<file path="config.mk">
export PLATFORM = sky130hd
export DESIGN_NAME = b2_sram
export DESIGN_NICKNAME = d
export VERILOG_FILES = /design/src/rtl/b2_pkg.sv /design/src/rtl/b2_decode.sv /design/src/rtl/b2_bank.sv /design/src/rtl/b2_rd_pipe.sv /design/src/rtl/b2_sram.sv
export SDC_FILE = /design/constraint.sdc
export NUM_CORES = 2
export LEC_CHECK = 0
export BUFFER_PORTS_ARGS = -buffer_cell sky130_fd_sc_hd__buf_2
export CAP_MARGIN = 20
export CORE_UTILIZATION = 50
export CTS_BUF_LIST = sky130_fd_sc_hd__clkbuf_16
export CTS_CLUSTER_SIZE = 12
export DETAILED_ROUTE_END_ITERATION = 7
export PLACE_DENSITY = 0.77
export SKIP_CTS_REPAIR_TIMING = 1
export SYNTH_ARGS = -nofsm -noshare
export SYNTH_HDL_FRONTEND = slang
export SYNTH_SLANG_ARGS = --single-unit
</file>
<file path="constraint.sdc">
create_clock -name clk_i -period 4 [get_ports clk_i]
set_clock_uncertainty 0.1 [all_clocks]
set_input_delay 0.4 -clock clk_i [delete_from_list [all_inputs] [get_ports clk_i]]
set_output_delay 0.4 -clock clk_i [all_outputs]
set_load 0.03 [all_outputs]
</file>
<file path="src/rtl/b2_pkg.sv">
package b2_pkg;
  localparam int unsigned LANE_W = 9;

  typedef enum logic [1:0] {
    CMD_NOP = 2'd0,
    CMD_RD  = 2'd1,
    CMD_WR  = 2'd2
  } cmd_e;
endpackage

</file>
<file path="src/rtl/b2_decode.sv">
module b2_decode
  import b2_pkg::*;
(
  input  logic ld_ni,
  input  logic rw_i,
  output cmd_e cmd_o
);
  always_comb begin
    if (ld_ni)     cmd_o = CMD_NOP;
    else if (rw_i) cmd_o = CMD_RD;
    else           cmd_o = CMD_WR;
  end
endmodule

</file>
<file path="src/rtl/b2_bank.sv">
module b2_bank
  import b2_pkg::*;
#(
  parameter int unsigned DATA_W = 36,
  parameter int unsigned IDX_W  = 5
) (
  input  logic                     clk_i,
  input  logic                     rst_ni,
  input  logic [IDX_W-1:0]         idx_i,
  input  logic [DATA_W/LANE_W-1:0] we_i,
  input  logic [DATA_W-1:0]        wd_i,
  input  logic                     re_i,
  output logic [DATA_W-1:0]        q_o
);
  localparam int unsigned LANES = DATA_W / LANE_W;
  localparam int unsigned DEPTH = 1 << IDX_W;

  logic [DATA_W-1:0] mem [DEPTH];

  always_ff @(posedge clk_i) begin
    for (int l = 0; l < LANES; l++) begin
      if (we_i[l]) mem[idx_i][l*LANE_W +: LANE_W] <= wd_i[l*LANE_W +: LANE_W];
    end
    if (re_i) q_o <= mem[idx_i];
  end

  // one command per cycle, so a bank never reads and writes together
  a_r3_rd_wr_exclusive: assert property (@(posedge clk_i) disable iff (!rst_ni)
    re_i |-> (we_i == '0));
endmodule

</file>
<file path="src/rtl/b2_rd_pipe.sv">
module b2_rd_pipe #(
  parameter int unsigned DATA_W = 36,
  parameter int unsigned RD_LAT = 1
) (
  input  logic              clk_i,
  input  logic              rst_ni,
  input  logic              rd_i,
  input  logic              odd_i,
  input  logic [DATA_W-1:0] q_even_i,
  input  logic [DATA_W-1:0] q_odd_i,
  output logic              valid_o,
  output logic [DATA_W-1:0] beat0_o,
  output logic [DATA_W-1:0] beat1_o
);
  logic              v0_q;
  logic              odd_q;
  logic [DATA_W-1:0] b0_s0;
  logic [DATA_W-1:0] b1_s0;

  // stage 0 lines up with the bank read registers
  always_ff @(posedge clk_i or negedge rst_ni) begin
    if (!rst_ni) begin
      v0_q  <= 1'b0;
      odd_q <= 1'b0;
    end else begin
      v0_q <= rd_i;
      if (rd_i) odd_q <= odd_i;
    end
  end

  always_comb begin
    b0_s0 = odd_q ? q_odd_i  : q_even_i;
    b1_s0 = odd_q ? q_even_i : q_odd_i;
  end

  generate
    if (RD_LAT > 1) begin : g_dly
      localparam int unsigned N = RD_LAT - 1;
      logic              v_d  [N];
      logic [DATA_W-1:0] b0_d [N];
      logic [DATA_W-1:0] b1_d [N];

      always_ff @(posedge clk_i or negedge rst_ni) begin
        if (!rst_ni) begin
          for (int k = 0; k < N; k++) begin
            v_d[k]  <= 1'b0;
            b0_d[k] <= '0;
            b1_d[k] <= '0;
          end
        end else begin
          v_d[0]  <= v0_q;
          b0_d[0] <= b0_s0;
          b1_d[0] <= b1_s0;
          for (int k = 1; k < N; k++) begin
            v_d[k]  <= v_d[k-1];
            b0_d[k] <= b0_d[k-1];
            b1_d[k] <= b1_d[k-1];
          end
        end
      end

      assign valid_o = v_d[N-1];
      assign beat0_o = b0_d[N-1];
      assign beat1_o = b1_d[N-1];
    end else begin : g_direct
      assign valid_o = v0_q;
      assign beat0_o = b0_s0;
      assign beat1_o = b1_s0;
    end
  endgenerate
endmodule

</file>
<file path="src/rtl/b2_sram.sv">
module b2_sram
  import b2_pkg::*;
#(
  parameter int unsigned DATA_W = 36,
  parameter int unsigned ADDR_W = 6,
  parameter int unsigned RD_LAT = 1
) (
  input  logic                     clk_i,
  input  logic                     rst_ni,
  input  logic                     ld_ni,
  input  logic                     rw_i,
  input  logic [ADDR_W-1:0]        addr_i,
  input  logic [DATA_W-1:0]        wdata0_i,
  input  logic [DATA_W-1:0]        wdata1_i,
  input  logic [DATA_W/LANE_W-1:0] bw0_ni,
  input  logic [DATA_W/LANE_W-1:0] bw1_ni,
  output logic [DATA_W-1:0]        rdata0_o,
  output logic [DATA_W-1:0]        rdata1_o,
  output logic                     rvalid_o
);
  localparam int unsigned LANES = DATA_W / LANE_W;
  localparam int unsigned IDX_W = ADDR_W - 1;
  localparam int unsigned CNT_W = $clog2(RD_LAT + 2);

  cmd_e              cmd;
  logic              odd;
  logic [IDX_W-1:0]  idx;
  logic              rd;
  logic [DATA_W-1:0] wd_even, wd_odd;
  logic [LANES-1:0]  mk_even, mk_odd;
  logic [LANES-1:0]  we_even, we_odd;
  logic [DATA_W-1:0] q_even, q_odd;

  b2_decode u_dec (
    .ld_ni (ld_ni),
    .rw_i  (rw_i),
    .cmd_o (cmd)
  );

  assign odd = addr_i[0];
  assign idx = addr_i[ADDR_W-1:1];
  assign rd  = (cmd == CMD_RD);

  // beat 0 lands on the start word, beat 1 on its partner in the pair
  always_comb begin
    wd_even = odd ? wdata1_i : wdata0_i;
    wd_odd  = odd ? wdata0_i : wdata1_i;
    mk_even = odd ? bw1_ni   : bw0_ni;
    mk_odd  = odd ? bw0_ni   : bw1_ni;
    we_even = (cmd == CMD_WR) ? ~mk_even : '0;
    we_odd  = (cmd == CMD_WR) ? ~mk_odd  : '0;
  end

  b2_bank #(.DATA_W(DATA_W), .IDX_W(IDX_W)) u_bank_even (
    .clk_i  (clk_i),
    .rst_ni (rst_ni),
    .idx_i  (idx),
    .we_i   (we_even),
    .wd_i   (wd_even),
    .re_i   (rd),
    .q_o    (q_even)
  );

  b2_bank #(.DATA_W(DATA_W), .IDX_W(IDX_W)) u_bank_odd (
    .clk_i  (clk_i),
    .rst_ni (rst_ni),
    .idx_i  (idx),
    .we_i   (we_odd),
    .wd_i   (wd_odd),
    .re_i   (rd),
    .q_o    (q_odd)
  );

  b2_rd_pipe #(.DATA_W(DATA_W), .RD_LAT(RD_LAT)) u_pipe (
    .clk_i    (clk_i),
    .rst_ni   (rst_ni),
    .rd_i     (rd),
    .odd_i    (odd),
    .q_even_i (q_even),
    .q_odd_i  (q_odd),
    .valid_o  (rvalid_o),
    .beat0_o  (rdata0_o),
    .beat1_o  (rdata1_o)
  );

  // reads in flight, used only by the checks below
  logic [CNT_W-1:0] inflight_q;
  always_ff @(posedge clk_i or negedge rst_ni) begin
    if (!rst_ni) inflight_q <= '0;
    else         inflight_q <= inflight_q + CNT_W'(rd) - CNT_W'(rvalid_o);
  end

  a_r2_valid_has_read: assert property (@(posedge clk_i) disable iff (!rst_ni)
    rvalid_o |-> (inflight_q != '0));

  a_r8_inflight_bound: assert property (@(posedge clk_i) disable iff (!rst_ni)
    inflight_q <= CNT_W'(RD_LAT));

  a_r6_deselect_idle: assert property (@(posedge clk_i) disable iff (!rst_ni)
    ld_ni |-> (!rd && we_even == '0 && we_odd == '0));

  a_r5_full_mask_no_write: assert property (@(posedge clk_i) disable iff (!rst_ni)
    ((&bw0_ni) && (&bw1_ni)) |-> (we_even == '0 && we_odd == '0));
endmodule

</file>
-- Word level (Yosys, flattened, before mapping)
Memory sizes are Yosys's and may differ from the RTL's. A register that Yosys moved wholly into a read port is not among the register bits.
Cells that the tools add are included.
W data, S select, Z words.
- ROM bits: 0
- input port bits: 90
- bits in latches: 0
- memories: 2
- bits in writable memories: 2304
- bits in registers: 2
- memories (name ; words ; width ; rd ports ; clocked after memory_dff ; wr ports ; line ; RTL):
    u_bank_even.mem ; 32 ; 36 ; 1 ; 1 ; 1 ; b2_bank.sv:18 ; logic [DATA_W-1:0] mem [DEPTH];
    u_bank_odd.mem ; 32 ; 36 ; 1 ; 1 ; 1 ; b2_bank.sv:18 ;
- add/sub/neg operators: 0
- mux-type cells: 26
- bitwise operators: 2
- div/mod/pow operators: 0
- reduce and logical (&&, ||, !) cells: 0
- eq/ne operators: 2
- $lt $le $gt $ge: 0
- shift-type cells: 0
- multipliers: 0
- operators by type and width (operator ; count):
    $mux W36 ; 4
    $mux W1 ; 16
    $mux W4 ; 4
    $not A4 Y4 ; 2
    $mux W2 ; 2
    $eq A2 B1 Y1 const B ; 1
    $eq A2 B2 Y1 const B ; 1

-- Depth between registers and ports, before layout
- depth after elaboration: 6
- depth in mapped cells: 8
- mapped depth without buffers: 4

-- Modules after synthesis
From an unflattened synthesis, not the netlist that was laid out.
- cells, all modules: 5136
- area total of the unflattened synthesis: 93191.9 sq um
- modules (own cells, without submodules) (module ; instances ; seq. area each (sq um) ; cells each ; area an instance (sq um)):
    b2_bank ; 2 ; 35674.2 ; 2475 ; 45417.3
    b2_rd_pipe ; 1 ; 50.0 ; 83 ; 1282.5
    b2_sram ; 1 ; 0.0 ; 101 ; 1057.3
    b2_decode ; 1 ; 0.0 ; 2 ; 17.5

-- Worst setup path before layout
Ideal clock, no wire load.
- path type: in2reg
- start: input port ld_ni
- end: register u_pipe.odd_q
- required time: 3819 ps
- stages: 2
- data arrival time: 4272 ps
- setup slack: -453 ps
- buffers on the path: 0
- cells stage by stage: nor2b_1 -> mux2_2
- word-level cells in the longest chain between the ends: 2
- RTL lines (element ; line ; RTL):
    start: declaration ; b2_sram.sv:10 ; input logic ld_ni,
    $mux W2 ; b2_decode.sv:9 ; if (ld_ni) cmd_o = CMD_NOP;
    $eq A2 B1 Y1 ; b2_sram.sv:42 ; assign rd = (cmd == CMD_RD);
    end signal: assignment ; b2_rd_pipe.sv:27 ; if (rd_i) odd_q <= odd_i;
    end: declaration ; b2_rd_pipe.sv:16 ; logic odd_q;
No other way between the ends.
A chain may end at the register's enable or synchronous reset.

-- Final worst setup path
- start: register u_pipe.odd_q
- end: output port rdata1_o[16]
- word-level cells in the longest chain between the ends: 1
- RTL lines (element ; line ; RTL):
    $mux W36 ; b2_rd_pipe.sv:33 ; b1_s0 = odd_q ? q_even_i : q_odd_i;
    end: declaration ; b2_sram.sv:18 ; output logic [DATA_W-1:0] rdata1_o,
No other way between the ends.

==> flow_summary.yaml <==
sta:
  fin_ws_ps: 711
  min_period_ps: 3290
  timing.slew.headroom_pct: 25.8
  rsz0062_at_grt: "no"
  hold_violations: 0
  worst_pin_slew_ps: 1110
  hold_ws_ps: 150
  timing.fmax_ghz: 0.304
  finalSetupTns_ps: 0
  slew_violations: 0
  period_share_pct: 82.2
  finalSetupViolations: 0
worst_setup_path:
  arrival_ps: 2790
  worstSetupStartpointType: "flop"
  path_class: "reg -> out"
  crit_start: "u_pipe.odd_q"
  ff2ff_path_depth: 4
  critical_path.max_fanout: 30
  cp_data_required_time_ps: 3500
  r2r_start: "u_bank_odd.mem[26][17]"
  cp-end-kind: "output pin"
  cp-endpoint: "rdata1_o[16]"
  r2r-end: "u_bank_odd.q_o[17]"
  reg2reg_slack_ps: 1930
clock_network:
  root_buffer: "clkbuf_16"
  worstSkewPairLatency_ps: 850
  tritoncts: "done"
  path_clk_slew_ps: 60
  cts_sinks: 2378
  clk_path_buf_depth: 3
  htree_levels: 4
  numCtsBuffers: 222
grt:
  grt_pass1_wl_um: 337000
  first_global_vias: 48568
  grt-ovfl-total: 0
  antenna_found_initial: 31
  grtUsageTotal_pct: 25.3
  grt_max_degree: 128
die:
  fp.dieArea_um2: 186000
  core.rowCount: 157
  start_util_pct: 50.3
  io_pins: 163
  fp.dieW_um: 432
  die_h_um: 432
  design.core.area_um2: 183000
drt:
  first_iter_violations: 7071
  totalWireLength_um: 239000
  vias_per_cell: 6.25
  via_count: 49703
  dr.pass1.iters: 6
  post_drt_wl_per_cell_um: 30.1
  drc_errors: 0
  ant_nets: 0
power_and_ir_drop:
  p_leak_uw: 0.0354
  switching_share_pct: 21.6
  pwr-share-clk_pct: 37.3
  p_comb_share_pct: 5.9
  switchingPower_uw: 10600
  vdd.ir_drop.worst_mv: 0.511
  power.internal_uw: 38600
  pwr-share-seq_pct: 56.8
  power_density_nw_per_um2: 479
final_layout:
  area_growth_pct: 11.3
  fin_nets: 5471
  final_cell_mix: "2376 x edfxtp_1, 1160 x mux2i_1, 576 x o22ai_1"
  drive_gt1_share_pct: 13.8
  stdcell_count: 7952
  final_common_cell: "edfxtp_1"
worst_hold_path:
  hold-path-cell-count: 3
  hold_class: "in -> reg"
place:
  dp_hpwl_um: 153000
  place_inst: 7614
  port_buffers: 162
  preCtsSetupSlack_ps: 684
  globalplace.congestion: 0.926
yosys:
  synth.distinct_cells: 25
  yosysSeqAreaShare_pct: 77.4
  synth_area_per_cell_um2: 18.1
  syn-cell-area_um2: 92300
  yosysWarnings: 0
  synthCells: 5110
  synth-seq-cells: 2378
  synth_nets: 5200
run:
  drv_cap: 0
run_status:
  status: "finished, final reports clean"
[synth_stat cells, drive strengths merged]
cell / count / share of area (%)
o22ai: 576 / 3.9
nor2: 260 / 1.1
and3: 1 / 0.0068
nand4bb: 6 / 0.073
or4b: 4 / 0.043
mux2i: 1160 / 13
or4: 1 / 0.0081
nor4: 144 / 0.98
clkbuf: 82 / 0.33
and3b: 2 / 0.019
nand4b: 4 / 0.038
nor2b: 3 / 0.020
nand4: 1 / 0.0068
nor3b: 2 / 0.016
nor3: 1 / 0.0054
nand2: 109 / 0.44
edfxtp: 2376 / 77
nand3: 4 / 0.022
dfrtp: 2 / 0.054
mux2: 145 / 1.8
and2: 1 / 0.0068
buf: 226 / 1.3
[worst min-delay path by stage]
stage	from	endpoint	slack, ps
3_5_place_dp	rst_ni	u_pipe.valid_o	90
2_1_floorplan	rst_ni	u_pipe.odd_q	4
4_1_cts	rst_ni	u_pipe.odd_q	-820
5_1_grt	ld_ni	u_pipe.valid_o	130
3_3_place_gp	rst_ni	u_pipe.valid_o	80
6_report	ld_ni	u_pipe.valid_o	150
[worst max-delay path: stages (launching register included)]
cell,delay [ps]
dfrtp_4,820
buf_4,450
mux2_2,430
buf_2,200
[power groups by stage]
stage	clock network, uW	logic, uW	registers [uW]
3_5_place_dp	0	2830	28400
5_1_grt	19400	2970	27900
3_3_place_gp	0	2760	28400
2_1_floorplan	0	1770	28300
6_report	18400	2880	27900
4_1_cts	18400	2840	27900
[per-stage QoR]
step / utilization (%) / cell area (um^2) / total power (uW)
after CTS: 56.0 / 103000 / 49200
after detailed placement: 52.7 / 96500 / 31300
after global routing: 56.0 / 103000 / 50200
after global placement: 52.6 / 96400 / 31200
final: 56.0 / 103000 / 49200
after floorplan: - / 92300 / 30100
[cell families after synthesis]
logic type,synth area share (%)
DFF,77.4
muxes,14.4
AOI/OAI and AO/OA,3.90
and+or+nand+nor,2.74
buffers and inverters,1.63
[area by class of cell]
type	count	area, um^2
tap	2464	3080
sequential	2378	71400
clock inverter	81	442
antenna	26	65.1
multi-input combinational	2424	19500
clock buffer	224	5610
fill	13307	80600
timing repair buffer	355	2590
[sequential cells by signal, indices dropped and copies added (netlist names)]
signal	cells
u_bank_even.mem	1152
u_bank_even.q_o	36
u_bank_odd.mem	1152
u_bank_odd.q_o	36
u_pipe.odd_q	1
u_pipe.valid_o	1
[routing by layer]
metal	routed length [um]	track usage, %	up-vias
met3	23400	5.15	552
met1	86200	31.9	25124
met5	13	0	-
li1	-	-	21041
met4	14100	15.0	2
met2	116000	40.5	2984
(Power assumes the default switching activity.)
